`config.mk`:
```
export PLATFORM = sky130hd
export DESIGN_NAME = bl_dim_ctrl
export DESIGN_NICKNAME = d
export VERILOG_FILES = /design/src/rtl/bl_dim_pkg.sv /design/src/rtl/bl_seq_fsm.sv /design/src/rtl/bl_int_pwm.sv /design/src/rtl/bl_dim_mux.sv /design/src/rtl/bl_dim_ctrl.sv
export SDC_FILE = /design/constraint.sdc
export NUM_CORES = 1
export LEC_CHECK = 0
export ABC_CLOCK_PERIOD_IN_PS = 8790
export BUFFER_PORTS_ARGS = -buffer_cell sky130_fd_sc_hd__buf_4
export CAP_MARGIN = 5
export CORE_MARGIN = 4
export CORE_UTILIZATION = 35
export CTS_CLUSTER_SIZE = 24
export DETAILED_ROUTE_END_ITERATION = 16
export MAX_ROUTING_LAYER = met4
export SYNTH_ARGS = -nofsm -noshare
export SYNTH_HDL_FRONTEND = slang
export SYNTH_SLANG_ARGS = --single-unit
```
`constraint.sdc`:
```
create_clock -name clk -period 8.79 [get_ports clk]
set_input_delay 2.1975 -clock clk [delete_from_list [all_inputs] [get_ports clk]]
set_output_delay 2.1975 -clock clk [all_outputs]
set_load 0.02 [all_outputs]
```
`src/rtl/bl_dim_pkg.sv`:
```
package bl_dim_pkg;

    typedef enum logic [1:0] {
        ST_DARK    = 2'd0,
        ST_RAMP    = 2'd1,
        ST_LIT     = 2'd2,
        ST_COOL    = 2'd3
    } bl_state_e;

    // smallest level that still meets a duty floor given in percent
    function automatic int floor_level(input int pct, input int lvl_max);
        return (pct * lvl_max + 99) / 100;
    endfunction

endpackage

```
`src/rtl/bl_seq_fsm.sv`:
```
module bl_seq_fsm
    import bl_dim_pkg::*;
#(
    parameter int ON_DLY_CYC   = 50_000_000,
    parameter int OFF_HOLD_CYC = 50_000_000
) (
    input  logic clk,
    input  logic rst_n,
    input  logic on_req,
    input  logic sel_in,
    output logic lamp_on,
    output logic sel_ext
);

    localparam int MAX_DLY = (ON_DLY_CYC > OFF_HOLD_CYC) ? ON_DLY_CYC : OFF_HOLD_CYC;
    localparam int CNT_W   = $clog2(MAX_DLY + 1);
    localparam logic [CNT_W-1:0] ON_LAST  = CNT_W'(ON_DLY_CYC - 1);
    localparam logic [CNT_W-1:0] OFF_LAST = CNT_W'(OFF_HOLD_CYC - 1);

    typedef struct packed {
        bl_state_e        st;
        logic [CNT_W-1:0] cnt;
        logic             sel;
    } seq_t;

    seq_t seq_d, seq_q;

    always_comb begin
        seq_d = seq_q;
        case (seq_q.st)
            ST_DARK: begin
                // select tracks the pin only while dark; the request edge captures it
                seq_d.sel = sel_in;
                seq_d.cnt = '0;
                if (on_req) begin
                    seq_d.st = ST_RAMP;
                end
            end
            ST_RAMP: begin
                if (!on_req) begin
                    seq_d.st  = ST_COOL;
                    seq_d.cnt = '0;
                end else if (seq_q.cnt == ON_LAST) begin
                    seq_d.st  = ST_LIT;
                    seq_d.cnt = '0;
                end else begin
                    seq_d.cnt = seq_q.cnt + 1'b1;
                end
            end
            ST_LIT: begin
                if (!on_req) begin
                    seq_d.st  = ST_COOL;
                    seq_d.cnt = '0;
                end
            end
            ST_COOL: begin
                if (seq_q.cnt == OFF_LAST) begin
                    seq_d.st  = ST_DARK;
                    seq_d.cnt = '0;
                end else begin
                    seq_d.cnt = seq_q.cnt + 1'b1;
                end
            end
            default: begin
                seq_d.st  = ST_DARK;
                seq_d.cnt = '0;
            end
        endcase
    end

    always_ff @(posedge clk or negedge rst_n) begin
        if (!rst_n) begin
            seq_q.st  <= ST_DARK;
            seq_q.cnt <= '0;
            seq_q.sel <= 1'b0;
        end else begin
            seq_q <= seq_d;
        end
    end

    assign lamp_on = (seq_q.st == ST_LIT);
    assign sel_ext = seq_q.sel;

endmodule

```
`src/rtl/bl_int_pwm.sv`:
```
module bl_int_pwm
    import bl_dim_pkg::*;
#(
    parameter int PERIOD_CYC = 625_000,
    parameter int LVL_W      = 8,
    parameter int MIN_PCT    = 20
) (
    input  logic             clk,
    input  logic             rst_n,
    input  logic             run,
    input  logic [LVL_W-1:0] level,
    output logic             pwm
);

    localparam int LVL_MAX = (1 << LVL_W) - 1;
    localparam int MIN_LVL = floor_level(MIN_PCT, LVL_MAX);
    localparam int PW      = $clog2(PERIOD_CYC + 1);
    localparam int MW      = LVL_W + PW;
    localparam logic [PW-1:0] CNT_LAST = PW'(PERIOD_CYC - 1);

    typedef struct packed {
        logic [PW-1:0] cnt;
        logic [PW-1:0] thr;
    } pwm_t;

    pwm_t pwm_d, pwm_q;

    logic [LVL_W-1:0] lvl_eff;
    logic [MW-1:0]    prod;
    logic [PW-1:0]    thr_new;

    always_comb begin
        lvl_eff = (level < LVL_W'(MIN_LVL)) ? LVL_W'(MIN_LVL) : level;
        prod    = MW'(lvl_eff) * MW'(PERIOD_CYC);
        thr_new = PW'(prod / MW'(LVL_MAX));
    end

    always_comb begin
        pwm_d = pwm_q;
        if (!run) begin
            pwm_d.cnt = '0;
            pwm_d.thr = thr_new;
        end else if (pwm_q.cnt == CNT_LAST) begin
            // level is sampled only here, at the period boundary
            pwm_d.cnt = '0;
            pwm_d.thr = thr_new;
        end else begin
            pwm_d.cnt = pwm_q.cnt + 1'b1;
        end
    end

    always_ff @(posedge clk or negedge rst_n) begin
        if (!rst_n) begin
            pwm_q.cnt <= '0;
            pwm_q.thr <= '0;
        end else begin
            pwm_q <= pwm_d;
        end
    end

    assign pwm = run && (pwm_q.cnt < pwm_q.thr);

endmodule

```
`src/rtl/bl_dim_mux.sv`:
```
module bl_dim_mux (
    input  logic clk,
    input  logic rst_n,
    input  logic lamp_on,
    input  logic sel_ext,
    input  logic ext_pwm,
    input  logic int_pwm,
    output logic dim_out
);

    logic ext_gated;
    logic int_gated;
    logic dim_d, dim_q;

    always_comb begin
        // the unused path is forced to its idle level before combining
        ext_gated = ext_pwm & sel_ext;
        int_gated = int_pwm & ~sel_ext;
        dim_d     = lamp_on & (ext_gated | int_gated);
    end

    always_ff @(posedge clk or negedge rst_n) begin
        if (!rst_n) begin
            dim_q <= 1'b0;
        end else begin
            dim_q <= dim_d;
        end
    end

    assign dim_out = dim_q;

endmodule

```
`src/rtl/bl_dim_ctrl.sv`:
```
module bl_dim_ctrl #(
    parameter int ON_DLY_CYC   = 50_000_000,
    parameter int OFF_HOLD_CYC = 50_000_000,
    parameter int PERIOD_CYC   = 625_000,
    parameter int LVL_W        = 8,
    parameter int MIN_PCT      = 20
) (
    input  logic             clk,
    input  logic             rst_n,
    input  logic             bl_on_req,
    input  logic             dim_ext_sel,
    input  logic             ext_pwm_in,
    input  logic [LVL_W-1:0] bright_lvl,
    output logic             inv_enable,
    output logic             dim_pwm
);

    logic lamp_on;
    logic sel_ext;
    logic int_run;
    logic int_pwm;

    bl_seq_fsm #(
        .ON_DLY_CYC  (ON_DLY_CYC),
        .OFF_HOLD_CYC(OFF_HOLD_CYC)
    ) u_seq (
        .clk    (clk),
        .rst_n  (rst_n),
        .on_req (bl_on_req),
        .sel_in (dim_ext_sel),
        .lamp_on(lamp_on),
        .sel_ext(sel_ext)
    );

    assign int_run = lamp_on & ~sel_ext;

    bl_int_pwm #(
        .PERIOD_CYC(PERIOD_CYC),
        .LVL_W     (LVL_W),
        .MIN_PCT   (MIN_PCT)
    ) u_pwm (
        .clk  (clk),
        .rst_n(rst_n),
        .run  (int_run),
        .level(bright_lvl),
        .pwm  (int_pwm)
    );

    bl_dim_mux u_mux (
        .clk    (clk),
        .rst_n  (rst_n),
        .lamp_on(lamp_on),
        .sel_ext(sel_ext),
        .ext_pwm(ext_pwm_in),
        .int_pwm(int_pwm),
        .dim_out(dim_pwm)
    );

    assign inv_enable = lamp_on;

endmodule

```
==> results.py, run 1 <==
metrics = {
    "run_status": {
        "status": "finished with violations",
        "violations": "setup timing",
    },
    "critical_path": {
        "critPathLaunch": "bright_lvl[0]",
        "cp.arrival_ps": 17660,
        "path_common_cell": "buf_6",
        "crit_cells": 76,
        "r2r_start": "u_pwm.pwm_q[21]",
        "path_buf_inv": 18,
        "cpMaxStageDelayCell": "fa_1",
        "crit_type": "in -> reg",
        "start_kind": "input port",
        "required_ps": 9010,
        "worstPathMaxFanout": 6,
        "worstReg2RegEnd": "u_mux.dim_out",
        "r2r_slack_ps": 5140,
        "crit_family": "compound AO/OA/AOI/OAI gates",
        "slowest_delay_ps": 530,
        "rr_worst_depth": 27,
        "crit_path_end_kind": "flip-flop",
    },
    "clocking": {
        "cts_inserted_buffers": 9,
        "cts_root_buffer": "clkbuf_16",
        "clockBufferDepth": 2,
        "ctsHtreeMaxLevel": 3,
        "cts.sinks": 70,
        "holdBufCountCts": 0,
        "clk_pin_slew_worst_paths_ps": 60,
        "clock_latency_ps": 340,
        "cts_tree": "yes",
    },
    "routing": {
        "drtPass1Iterations": 5,
        "vias_per_cell": 5.417,
        "ant_nets": 0,
        "avgRoutedWirePerCell_um": 15.95,
        "drc_errors": 0,
        "dr_total_vias": 13920,
        "totalWireLength_mm": 40.98,
        "dr.first_iter.drc_count": 987,
    },
    "global_route": {
        "grt_overflow_total": 0,
        "grt_pass1_wl_mm": 65.98,
        "grt_pass1_vias": 13550,
        "antenna_found_initial": 0,
        "grt_start_max_net_pins": 71,
        "grt.total_usage_pct": 22.00,
    },
    "sta": {
        "setup_ws_ps": -8650,
        "relSlewSlack_pct": 39.23,
        "worst_slew_pin_slew_ps": 911.5,
        "skew_ps": 8.005,
        "setup_viol": 15,
        "rsz0062_at_grt": "yes",
        "slew_viol_final": 0,
        "fmax_mhz": 57.34,
        "post-route-period-util_pct": 198.4,
        "period_needed_ps": 17440,
        "hold_viol_final": 0,
    },
    "logic_synthesis": {
        "ys_ff_latch": 70,
        "synth_edf_count": 0,
        "ys_warn_count": 0,
        "syn-num-nets": 1616,
        "yosysSeqAreaShare_pct": 15.11,
        "syn_inst": 1488,
        "synth.distinct_cells": 121,
        "ys.flop_type": "dfrtp_1",
        "async_reset_ff_share_pct": 100.0,
        "avgSynthCellArea_um2": 7.793,
        "synth_area_um2": 11600,
    },
    "placement": {
        "portBuffers": 14,
        "hpwl_mm": 30.59,
        "gp_congestion": 0.9556,
    },
    "min_path": {
        "worstHoldStart": "u_pwm.pwm_q[20]",
        "min_to": "u_pwm.pwm_q[20]",
        "hp-class": "reg -> reg",
        "holdPathStages": 1,
    },
    "floorplan": {
        "die_w_um": 190.0,
        "fp.dieH_um": 190.0,
        "io_pins": 15,
        "dieArea_um2": 36110,
        "coreArea_um2": 32620,
        "num_rows": 66,
        "initial_core_util_pct": 35.55,
    },
    "layout": {
        "n_antenna_cell": 0,
        "final_common_cell": "buf_4",
        "final_layout_size_suffix_gt1_share_pct": 48.28,
        "areaGrowthSynthToFinish_pct": 67.09,
        "layout_common_cells": "604 x buf_4, 127 x nor2_1, 98 x nand2_1, 79 x ha_1, 76 x inv_1",
        "postLayoutCoreUtil_pct": 59.40,
        "nNetsFinal": 2250,
    },
    "job": {
        "drv_cap": 0,
    },
}
[state kept, by name (all words and copies together), names as in the netlist]
| name | count |
|---|---|
| u_mux.dim_out | 1 |
| u_seq.seq_q | 28 |
| u_seq.sel_ext | 1 |
| u_pwm.pwm_q | 40 |
[through the flow]
| step | setup TNS [ps] | hold WS [ps] | instance area, um2 | worst slack [ps] | instances |
|---|---|---|---|---|---|
| after global placement | -76040 | 475.6 | 16430 | -9036 | 2415 |
| after detailed placement | -76880 | 487.1 | 16430 | -9127 | 2415 |
| after global routing | -78640 | 507.6 | 19380 | -9346 | 2569 |
| after floorplan | -65810 | 446.5 | 12160 | -8397 | 1488 |
| after CTS | -65930 | 497.5 | 18330 | -8187 | 2526 |
| final | -71150 | 499.0 | 19380 | -8650 | 2569 |
[synthesized netlist by cell type (20+ instances only)]
master      n  area [um2]
nor2_1    153       574.3
nand2_1   108       405.4
a21oi_1    99       495.5
ha_1       97        1214
inv_1      84       315.3
o21ai_0    74       370.4
dfrtp_1    70        1752
nand3_1    56       280.3
xnor2_1    47       411.6
xor2_1     37       324.1
and2_1     29       181.4
nand4_1    29       181.4
nor3_1     29       145.1
and3_1     28       175.2
o211ai_1   28       210.2
a31oi_1    25       156.4
o21ai_1    23       115.1
a21o_1     22       165.2
o21a_1     22       165.2
or3_1      21       131.4
buf_2      20       100.1
clkbuf_1   20       75.07
[how the worst max path moves through the flow]
stage                           endpoint  slack, ps
after floorplan           u_pwm.pwm_q[0]      -8400
after global placement    u_pwm.pwm_q[0]      -9040
after detailed placement  u_pwm.pwm_q[0]      -9130
after CTS                 u_pwm.pwm_q[0]      -8190
after global routing      u_pwm.pwm_q[0]      -9350
final                     u_pwm.pwm_q[0]      -8650
[per-layer routing]
layer	GRT usage [%]	routed length (um)	up-vias
li1	-	-	6871
met1	29.13	18680	6625
met2	37.35	20060	339
met3	1.578	1445	82
met4	4.368	803	0
met5	-	0	-
[kinds of logic after synthesis]
| group | synth area share (%) |
|---|---|
| buffers and inverters | 4.521 |
| flip-flops | 15.11 |
| XOR/XNOR | 7.305 |
| AO/OA/AOI/OAI | 31.26 |
| multiplexers | 1.975 |
| AND/OR/NAND/NOR | 25.92 |
| adder cells (fa/ha/maj) | 13.92 |
[repair_timing]
| action | 4_1_cts | 5_1_grt |
|---|---|---|
| gates cloned | 0 | 0 |
| pin swaps | 128 | 107 |
| resized for setup | 202 | 142 |
| buffers inserted | 99 | 50 |
| endpoints found under the setup margin | 16 | 16 |
[area by class of cell]
class / count / area, um2
fillers: 2766 / 13240
clock inverters: 6 / 47.55
flip-flops and latches: 70 / 1752
inverters: 85 / 322.8
repair buffers: 666 / 5266
well taps: 442 / 553.0
clock buffers: 10 / 229.0
multi-input cells: 1290 / 11210
Power of run 1 is left out: the tool's default activity adds up to more than one toggle a clock period on the data nets, which glitch-free logic cannot reach.
==> inputs of run 2 (changes only) <==
Settings changed: CTS_BUF_LIST from default to sky130_fd_sc_hd__clkbuf_8 sky130_fd_sc_hd__clkbuf_16, HOLD_SLACK_MARGIN from default to 0.05.
==> run 2 against run 1 <==
Against the previous run: first-iteration DRC count unchanged; highest routed layer unchanged; design area is the same; clock-buffer cell count fell by 1; wire length barely moved; the flow still finishes with violations (setup timing); hold slack about the same; register-to-register slack is essentially flat.
==> results.py, run 2 (same netlist as run 1, synthesis figures left out) <==
metrics = {
    "run_status": {
        "status": "finished with violations",
        "violations": "setup timing",
    },
    "floorplan": {
        "die_w_um": 190.0,
        "io_pins": 15,
        "coreArea_um2": 32620,
        "fp.dieH_um": 190.0,
        "num_rows": 66,
        "initial_core_util_pct": 35.55,
        "dieArea_um2": 36110,
    },
    "sta": {
        "setup_viol": 15,
        "setup_ws_ps": -8651,
        "post-route-period-util_pct": 198.4,
        "slew_viol_final": 0,
        "worst_slew_pin_slew_ps": 911.8,
        "skew_ps": 8.005,
        "rsz0062_at_grt": "yes",
        "period_needed_ps": 17440,
        "holdWs_ps": 498.9,
        "hold_viol_final": 0,
        "fmax_mhz": 57.34,
        "relSlewSlack_pct": 39.21,
    },
    "critical_path": {
        "path_common_cell": "buf_6",
        "slowest_delay_ps": 530,
        "crit_path_end_kind": "flip-flop",
        "cp.arrival_ps": 17660,
        "crit_type": "in -> reg",
        "cpMaxStageDelayCell": "fa_1",
        "start_kind": "input port",
        "required_ps": 9010,
        "worstPathMaxFanout": 6,
    },
    "routing": {
        "drc_errors": 0,
        "avgRoutedWirePerCell_um": 15.95,
        "dr_total_vias": 13920,
        "vias_per_cell": 5.419,
        "totalWireLength_mm": 40.97,
        "dr.first_iter.drc_count": 987,
        "drtPass1Iterations": 5,
        "ant_nets": 0,
    },
    "job": {
        "drv_cap": 0,
    },
    "layout": {
        "largest_register": "u_pwm.pwm_q",
        "final_layout_size_suffix_gt1_share_pct": 48.28,
        "largest_reg_flops": 40,
        "layout_common_cells": "604 x buf_4, 127 x nor2_1, 98 x nand2_1, 79 x ha_1, 77 x inv_1",
        "areaGrowthSynthToFinish_pct": 67.09,
        "n_antenna_cell": 0,
        "nNetsFinal": 2250,
        "top_regs": "u_pwm.pwm_q: 40 flops, u_seq.seq_q: 28 flops",
        "fillers": 2766,
        "stdcell_count": 2569,
        "postLayoutCoreUtil_pct": 59.40,
        "ff_latch_area_um2": 1752,
        "final_common_cell": "buf_4",
        "multi_input_area_um2": 11210,
    },
    "clocking": {
        "cts_tree": "yes",
        "cts_root_buffer": "clkbuf_16",
        "clock_latency_ps": 340,
        "cts.sinks": 70,
        "ctsHtreeMaxLevel": 3,
        "cts_inserted_buffers": 9,
        "clk_pin_slew_worst_paths_ps": 60,
        "clockBufferDepth": 2,
    },
    "min_path": {
        "hp-class": "reg -> reg",
    },
    "global_route": {
        "grt_start_max_net_pins": 71,
        "grt_pass1_wl_mm": 65.98,
        "antenna_found_initial": 0,
        "grt.total_usage_pct": 22.00,
        "grt_pass1_vias": 13550,
        "grt_overflow_total": 0,
    },
    "placement": {
        "portBuffers": 14,
        "gp_congestion": 0.9556,
        "dp_cells": 2415,
        "hpwl_mm": 30.59,
    },
}
==> run 2: timing repair <==
item	CTS	global route
gates cloned	0	0
endpoints found under the setup margin	16	16
hold buffers	0	0
endpoints found under the hold margin	0	0
buffers inserted	99	50
gates resized for setup	202	142
pin swaps	128	107
==> run 2: final cells by class <==
cell class	count	area share (%)
flip-flops and latches	70	9.040
inverters	85	1.666
repair buffers	666	27.18
well taps	442	2.854
clock buffers	9	1.162
clock inverters	7	0.2648
multi-input cells	1290	57.83
==> run 2: worst paths after layout <==
| path | startpoint | end | slack, ps | cells after the start |
|---|---|---|---|---|
| worst min register to register | u_pwm.pwm_q[20] | u_pwm.pwm_q[20] | 500 | 1 |
| worst max register to register | u_pwm.pwm_q[21] | u_mux.dim_out | 5140 | 27 |
| max in group asynchronous | rst_n | u_pwm.pwm_q[6] | 6210 | 1 |
| worst max-delay path | bright_lvl[0] | u_pwm.pwm_q[0] | -8650 | 76 |
| worst min-delay path | u_pwm.pwm_q[20] | u_pwm.pwm_q[20] | 500 | 1 |
| min in group asynchronous | rst_n | u_seq.seq_q[25] | 1990 | 1 |
==> run 2: worst max-delay path, delay by kind of cell <==
kind            cells  cell delay (ps)
simple gates       15             3780
buf+inv            18             2440
compound gates     34             6800
xor+xnor            2              260
fa+ha+maj           7             2180
==> run 2: per-stage QoR <==
stage	worst slack [ps]	cell area, um2	setup TNS, ps
floorplan	-8397	12160	-65810
global placement	-9036	16430	-76040
detailed placement	-9127	16430	-76880
CTS	-8187	18330	-65930
global route	-9346	19380	-78640
finish	-8651	19380	-71160
==> run 2: routing by layer <==
layer	part of all wire [%]	GRT usage (%)
met1	46	29.13
met2	49	37.35
met3	3.6	1.578
met4	2.0	4.368
met5	0	-
Power of run 2 is left out for the same reason.
